===== config.mk =====
export PLATFORM = sky130hd
export DESIGN_NAME = smp_priv_decode
export DESIGN_NICKNAME = d
export VERILOG_FILES = /design/src/rtl/smp_priv_pkg.sv /design/src/rtl/smp_addr_decode.sv /design/src/rtl/smp_scu_regs.sv /design/src/rtl/smp_priv_decode.sv
export SDC_FILE = /design/constraint.sdc
export NUM_CORES = 1
export LEC_CHECK = 0
export CAP_MARGIN = 10
export CORE_MARGIN = 2
export CORE_UTILIZATION = 25
export DETAILED_ROUTE_END_ITERATION = 6
export GPL_TIMING_DRIVEN = 0
export PLACE_DENSITY = 0.7
export SLEW_MARGIN = 20
export SYNTH_ARGS = -nofsm -noshare
export SYNTH_HDL_FRONTEND = slang
export SYNTH_SLANG_ARGS = --single-unit

===== constraint.sdc =====
create_clock -name clk_i -period 4.8 [get_ports clk_i]
set_input_delay 1.2 -clock clk_i [delete_from_list [all_inputs] [get_ports clk_i]]
set_output_delay 1.2 -clock clk_i [all_outputs]
set_load 0.05 [all_outputs]

===== src/rtl/smp_priv_pkg.sv =====
package smp_priv_pkg;
  localparam int unsigned WIN_AW = 13;
  localparam int unsigned DW     = 32;

  typedef enum logic [2:0] {
    TGT_ERR, TGT_SCU, TGT_CPUIF, TGT_TIMER, TGT_WDOG, TGT_DIST
  } tgt_e;

  typedef struct packed {
    tgt_e       tgt;
    logic [2:0] slot;
  } dec_t;

  function automatic logic [DW-1:0] cfg_value(int unsigned n);
    logic [DW-1:0] v;
    v = '0;
    for (int i = 0; i < 4; i++) if (i < int'(n)) v[4+i] = 1'b1;
    v[1:0] = 2'(n - 1);
    return v;
  endfunction
endpackage


===== src/rtl/smp_addr_decode.sv =====
module smp_addr_decode
  import smp_priv_pkg::*;
#(
  parameter int unsigned NUM_CPU = 4
) (
  input  logic [WIN_AW-1:0] addr_i,
  output dec_t              dec_o
);
  localparam int unsigned SLOTS = NUM_CPU + 1;
  localparam logic [3:0] CPUIF_LAST = 4'(SLOTS);
  localparam logic [3:0] TMR_FIRST  = 4'd6;
  localparam logic [3:0] TMR_LAST   = 4'(5 + SLOTS);

  logic [3:0] page;
  logic [2:0] sub;
  assign page = addr_i[11:8];
  assign sub  = addr_i[7:5];

  always_comb begin
    dec_o.tgt  = TGT_ERR;
    dec_o.slot = '0;
    if (addr_i[12]) begin
      dec_o.tgt = TGT_DIST;
    end else if (page == 4'd0) begin
      dec_o.tgt = TGT_SCU;
    end else if (page <= CPUIF_LAST) begin
      dec_o.tgt  = TGT_CPUIF;
      dec_o.slot = 3'(page - 4'd1);
    end else if (page >= TMR_FIRST && page <= TMR_LAST) begin
      dec_o.slot = 3'(page - TMR_FIRST);
      if (sub == 3'd0)      dec_o.tgt = TGT_TIMER;
      else if (sub == 3'd1) dec_o.tgt = TGT_WDOG;
    end
  end
endmodule


===== src/rtl/smp_scu_regs.sv =====
module smp_scu_regs
  import smp_priv_pkg::*;
#(
  parameter int unsigned NUM_CPU = 4
) (
  input  logic          clk_i,
  input  logic          rst_ni,
  input  logic          acc_i,
  input  logic          write_i,
  input  logic [5:0]    word_i,
  input  logic          wbit_i,
  output logic [DW-1:0] rdata_o,
  output logic          err_o
);
  localparam logic [DW-1:0] CFG = cfg_value(NUM_CPU);
  localparam logic [5:0] W_CTRL = 6'd0, W_CFG = 6'd1, W_STAT = 6'd2, W_INV = 6'd3;

  logic ctrl_q;

  always_comb begin
    rdata_o = '0;
    err_o   = 1'b0;
    unique case (word_i)
      W_CTRL: rdata_o[0] = ctrl_q;
      W_CFG:  begin rdata_o = CFG; err_o = write_i; end
      W_STAT: err_o = write_i;
      W_INV:  ;
      default: err_o = 1'b1;
    endcase
    if (err_o) rdata_o = '0;
  end

  always_ff @(posedge clk_i or negedge rst_ni) begin
    if (!rst_ni)                                  ctrl_q <= 1'b0;
    else if (acc_i && write_i && word_i == W_CTRL) ctrl_q <= wbit_i;
  end
endmodule


===== src/rtl/smp_priv_decode.sv =====
module smp_priv_decode
  import smp_priv_pkg::*;
#(
  parameter int unsigned NUM_CPU = 4
) (
  input  logic              clk_i,
  input  logic              rst_ni,
  input  logic              req_valid_i,
  output logic              req_ready_o,
  input  logic              req_write_i,
  input  logic [12:0]       req_addr_i,
  input  logic [31:0]       req_wdata_i,
  output logic              rsp_valid_o,
  output logic [31:0]       rsp_rdata_o,
  output logic              rsp_err_o,
  output logic              sel_scu_o,
  output logic [NUM_CPU:0]  sel_cpuif_o,
  output logic [NUM_CPU:0]  sel_timer_o,
  output logic [NUM_CPU:0]  sel_wdog_o,
  output logic              sel_dist_o
);
  localparam int unsigned SLOTS = NUM_CPU + 1;

  dec_t          dec;
  logic [DW-1:0] scu_rdata;
  logic          scu_err;
  logic          is_scu, local_acc, acc_err;

  smp_addr_decode #(.NUM_CPU(NUM_CPU)) i_dec (
    .addr_i (req_addr_i),
    .dec_o  (dec)
  );

  assign is_scu = req_valid_i && dec.tgt == TGT_SCU;

  smp_scu_regs #(.NUM_CPU(NUM_CPU)) i_scu (
    .clk_i   (clk_i),
    .rst_ni  (rst_ni),
    .acc_i   (is_scu),
    .write_i (req_write_i),
    .word_i  (req_addr_i[7:2]),
    .wbit_i  (req_wdata_i[0]),
    .rdata_o (scu_rdata),
    .err_o   (scu_err)
  );

  assign req_ready_o = 1'b1;
  assign acc_err   = dec.tgt == TGT_ERR || (dec.tgt == TGT_SCU && scu_err);
  assign local_acc = dec.tgt == TGT_ERR || dec.tgt == TGT_SCU;

  assign sel_scu_o  = is_scu && !scu_err;
  assign sel_dist_o = req_valid_i && dec.tgt == TGT_DIST;

  for (genvar s = 0; s < SLOTS; s++) begin : g_slot
    logic hit;
    assign hit = req_valid_i && dec.slot == 3'(s);
    assign sel_cpuif_o[s] = hit && dec.tgt == TGT_CPUIF;
    assign sel_timer_o[s] = hit && dec.tgt == TGT_TIMER;
    assign sel_wdog_o[s]  = hit && dec.tgt == TGT_WDOG;
  end

  always_ff @(posedge clk_i or negedge rst_ni) begin
    if (!rst_ni) begin
      rsp_valid_o <= 1'b0;
      rsp_rdata_o <= '0;
      rsp_err_o   <= 1'b0;
    end else begin
      rsp_valid_o <= req_valid_i && local_acc;
      if (req_valid_i && local_acc) begin
        rsp_err_o   <= acc_err;
        rsp_rdata_o <= acc_err ? '0 : scu_rdata;
      end
    end
  end
endmodule


==> impl_metrics.ini, run 1 <==
[worst_hold_path]
hold_depth = 1
hold_class = flop to flop

[synthesis]
netlist_instances = 126
ys_seq_area_frac = 0.123
syn_area_um2 = 1020
ys_types = 48
yosysWarnings = 0
ys.flop_type = dfrtp_1
synth_edf_count = 0
async_flop_share = 1.00
synth-seq-cells = 5
avgSynthCellArea_um2 = 8.06

[cts]
cts_buffers = 3
clk_latency_ns = 0.22
ctsRootBufferMaster = clkbuf_8
clk_pin_slew_ns = 0.03
clock-sinks = 5
clock_path_buffers = 2
cts_tree = yes
h-tree-depth = 1
hold_buffers = 0

[pwr]
ir_drop_mv = 0.102
pwr_density_cell_nw_per_um2 = 160
power.leakage_nw = 0.796

[floorplanning]
core_area_um2 = 3940
num_io_pins = 101
die_y_um = 67.8
dieArea_um2 = 4590
die_w_um = 67.8
row_count = 23
initial_utilization = 0.258

[global_route]
grt_pass1_vias = 880
grt_pass1_wl_mm = 3.93
antenna_found_initial = 0
grt_overflow = 0
track_usage = 0.109
grt_max_degree = 11

[critical_path]
endpoint_kind = primary output
worstPathArrival_ns = 3.50
critPathKind = primary input to primary output
rr_worst_depth = 1
critPathMaxFanout = 9
crit_required_ns = 3.60
worstSetupStartpointType = primary input

[drt]
final_antenna_net_count = 0
first_pass_iters = 4
drtIter0Drc = 29
vias_per_cell = 4.21
drt_wl_total_mm = 2.63
vias = 1036
drcViolationCount = 0
wl_per_cell_um = 10.7

[placement]
placed_area_um2 = 1570
routabilityCongestion = 0.816
pre_cts_ws_ns = -0.837
io_buffers = 39
hpwl_mm = 2.09

[sta]
post-route-period-util = 0.980
maxSlewViolCount = 0
max-slew-margin-rel = 0.583
setup_viol = 0
hold_viol = 0
clock_skew_ns = 0.0000313
hold-worst-slack_ns = 0.480
max_slew.worst_pin.slew_ns = 0.624
fmax_ghz = 0.213
timing.final.ws_setup_ns = 0.0980
post-route-min-period_ns = 4.70

[job]
drv_cap = 0

[run_status]
status = finished clean

[layout]
layout_commonest_cell = buf_4
drive_above_1_share = 0.352
finalNetCount = 250
final_cell_mix = buf_4 (35), conb_1 (27), clkdlybuf4s50_1 (22)
areaGrowthSynthToFinish_pct = 62.9
fillers = 418
diodes = 0
final_area_um2 = 1660
final_util = 0.420
Yosys cell counts, drive strengths merged, types with 2 or more instances:
cell,number,area share
a211o,2,0.017
o2bb2ai,2,0.017
inv,8,0.030
a211oi,2,0.015
nand2,5,0.018
nand2b,5,0.031
and3b,2,0.017
nor2,5,0.018
o21ai,4,0.031
nand3,2,0.0099
buf,33,0.25
nor3b,2,0.031
a2111oi,4,0.044
a21oi,2,0.0099
nor3,9,0.044
a21o,3,0.022
mux2i,2,0.020
ha,4,0.049
nor4,3,0.025
dfrtp,5,0.12
conb,2,0.0074
registers in the layout (all words and copies together), names as in the netlist:
| signal | flops |
|---|---|
| rsp_valid_o | 1 |
| rsp_rdata_o | 2 |
| rsp_err_o | 1 |
| i_scu.ctrl_q | 1 |
worst max-delay path, cell delays in order:
cell and delay (ns):
clkdlybuf4s50_1 0.52, buf_4 0.17, inv_1 0.07, ha_2 0.22, nor3b_4 0.33, or2_4 0.23
a31oi_4 0.16, a2111oi_4 0.39, buf_6 0.21
worst paths after layout:
kind	from	endpoint	slack, ns
max in group asynchronous	rst_ni	rsp_err_o	3.42
setup reg to reg	i_scu.ctrl_q	i_scu.ctrl_q	4.04
hold / removal	i_scu.ctrl_q	i_scu.ctrl_q	0.48
hold reg to reg	i_scu.ctrl_q	i_scu.ctrl_q	0.48
setup / recovery	req_addr_i[9]	sel_wdog_o[4]	0.1
min in group asynchronous	rst_ni	rsp_rdata_o[0]	1.20
per-layer routing:
| metal | GRT usage | vias up | wire length (um) |
|---|---|---|---|
| li1 | - | 535 | - |
| met1 | 0.148 | 453 | 1100 |
| met2 | 0.179 | 46 | 1260 |
| met3 | 0.0183 | 2 | 249 |
| met4 | 0.0281 | 0 | 14 |
| met5 | 0 | - | 0 |
metrics by stage:
| stage | TNS [ns] | cells | power [mW] |
|---|---|---|---|
| final | 0 | 246 | 0.264 |
| after global routing | -0.00716 | 246 | 0.279 |
| after CTS | -0.00265 | 245 | 0.259 |
| after detailed placement | -10.43 | 240 | 0.178 |
| after global placement | -9.50 | 240 | 0.177 |
| after floorplan | -1.71 | 151 | 0.151 |
cells by family (layout without fill, tap and decap cells):
family	Yosys count	count (layout)	share of synthesized area
flops	5	5	0.123
xor+xnor	1	1	0.00862
compound gates	24	24	0.212
mux	3	3	0.0308
buf+inv	42	87	0.278
fa+ha+maj	4	4	0.0493
simple gates	45	45	0.291
other cells	2	27	0.00739
layout make-up:
class,instances,area [um2],area share
multi-input combinational,104,774,0.468
timing repair buffer,41,362,0.218
buffer,34,256,0.155
sequential,5,125,0.0756
tap,50,62.6,0.0378
clock buffer,4,45.0,0.0272
inverter,8,30.0,0.0181
report_power, final:
| part | leakage [nW] | switching (mW) | internal (mW) |
|---|---|---|---|
| clock | 0.0228 | 0.0198 | 0.0569 |
| combinational | 0.709 | 0.0960 | 0.0486 |
| sequential | 0.0640 | 0.000162 | 0.0430 |
repair_timing:
item	CTS	global route
gates resized for setup	87	19
pin swaps	1	5
setup buffers	1	1
cloned	0	0
setup endpoints to repair	16	15
Power figures use the tool's default switching activity.
==> run 2, diff against run 1 <==
==> constraint.sdc (replaced) <==
create_clock -name clk_i -period 4.8 [get_ports clk_i]
set_input_delay 0.96 -clock clk_i [delete_from_list [all_inputs] [get_ports clk_i]]
set_output_delay 0.96 -clock clk_i [all_outputs]
set_load 0.05 [all_outputs]
==> run 2 against run 1 <==
Compared with the run above: combinational power decreased by 8%; critical path depth unchanged; global-route usage decreased by 0.54 points; critical endpoint is now sel_timer_o[0]; register-to-register slack about the same; via count decreased by 0.87%; largest cell class unchanged.
==> impl_metrics.ini, run 2 (same netlist as run 1, synthesis figures left out) <==
[drt]
first_pass_iters = 4
drcViolationCount = 0
drt_wl_total_mm = 2.41
vias = 1027
wl_per_cell_um = 9.89
final_antenna_net_count = 0
vias_per_cell = 4.21
drtIter0Drc = 39

[layout]
final_util = 0.393
drive_above_1_share = 0.294
regMostFlops = rsp_rdata_o
diodes = 0
finalNetCount = 248
areaGrowthSynthToFinish_pct = 52.3
largest_reg_flops = 2
final_cell_mix = buf_4 (31), conb_1 (27), clkdlybuf4s50_1 (24)
final_area_um2 = 1550
layout_commonest_cell = buf_4

[global_route]
grt_max_degree = 11
antenna_found_initial = 0
grt_pass1_vias = 892
grt_overflow = 0
grt_pass1_wl_mm = 3.73
track_usage = 0.104

[sta]
hold_viol = 0
timing.final.ws_setup_ns = 0.211
max-slew-margin-rel = 0.664
max_slew.worst_pin.slew_ns = 0.503
fmax_ghz = 0.218
post-route-min-period_ns = 4.59
post-route-period-util = 0.956
fin_tns_setup_ns = 0
setup_viol = 0
clock_skew_ns = 0.0000544
rsz0062_at_grt = no
maxSlewViolCount = 0

[cts]
ctsRootBufferMaster = clkbuf_8
cts_tree = yes
clock-sinks = 5
hold_buffers = 0
postCtsSetupBuffers = 0
clk_pin_slew_ns = 0.04
clock_path_buffers = 2
h-tree-depth = 1
cts_buffers = 3
ctsResizeCount = 14
clk_latency_ns = 0.22

[floorplanning]
num_io_pins = 101
die_y_um = 67.8
initial_utilization = 0.258
row_count = 23
dieArea_um2 = 4590
die_w_um = 67.8
core_area_um2 = 3940

[placement]
routabilityCongestion = 0.773
io_buffers = 39
hpwl_mm = 2.05
placed_area_um2 = 1560
pre_cts_ws_ns = -0.306

[pwr]
pwr_density_cell_nw_per_um2 = 165
power.leakage_nw = 0.776
power_uw = 256
ir_drop_mv = 0.0848
swShare = 0.432
p_int_uw = 145
clock_power_share = 0.306
seq_power_share = 0.169
share_comb_of_total_power = 0.526
p_switching_uw = 111

[critical_path]
path_cells = clkdlybuf4s50_1 -> clkbuf_1 -> inv_1 -> ha_1 -> nor3b_4 -> or2_4 -> nand3_1 -> a211oi_1 -> dlygate4sd1_1
endpoint_kind = primary output
worstPathArrival_ns = 3.63
max_stage_delay_ns = 0.54
critPathKind = primary input to primary output
critical-path-slowest-cell = dlygate4sd1_1
critPathMaxFanout = 9
critical_path.top_delay_family = buffers and inverters
crit_required_ns = 3.84
worstSetupStartpointType = primary input
path_buf_inv = 4

[worst_hold_path]
hold_class = flop to flop

[run_status]
status = finished clean

[job]
drv_cap = 0
run 2: cell count changes in the layout (fill, tap and decap cells not counted), sizes merged:
cell           change
dlygate4sd1        +1
clkdlybuf4s50      +2
clkbuf            +11
buf               -15
dlygate4sd2        -1
run 2: final cells by class:
type,instances,area (um2)
repair buffers,39,330
flip-flops and latches,5,125
inverters,8,30.0
clock buffers,4,45.0
well taps,50,62.6
fillers,419,2390
multi-input cells,104,702
plain buffers,34,253
run 2: metal layers:
metal  vias up  wire length [um]  GRT usage
met5         -                 0          0
met3         4               264     0.0283
met1       444              1030      0.120
li1        527                 -          -
met2        52              1090      0.185
met4         0                26     0.0306
run 2: power groups by stage:
stage	sequential, mW	combinational (mW)	clock, mW
2_1_floorplan	0.0456	0.105	0
3_3_place_gp	0.0436	0.134	0
3_5_place_dp	0.0437	0.134	0
4_1_cts	0.0432	0.134	0.0794
5_1_grt	0.0432	0.144	0.0826
6_report	0.0431	0.134	0.0781
run 2: final timing paths:
path	start	to	slack [ns]	depth (start not counted)
setup reg to reg	i_scu.ctrl_q	i_scu.ctrl_q	4.05	1
min in group asynchronous	rst_ni	rsp_rdata_o[0]	0.96	1
max in group asynchronous	rst_ni	rsp_err_o	3.64	1
setup / recovery	req_addr_i[9]	sel_timer_o[0]	0.21	9
hold / removal	i_scu.ctrl_q	i_scu.ctrl_q	0.48	1
hold reg to reg	i_scu.ctrl_q	i_scu.ctrl_q	0.48	1
run 2: per-stage QoR:
stage	cells	hold WS, ns
4_1_cts	244	0.480
6_report	244	0.476
3_5_place_dp	240	0.470
2_1_floorplan	151	0.452
5_1_grt	244	0.496
3_3_place_gp	240	0.465
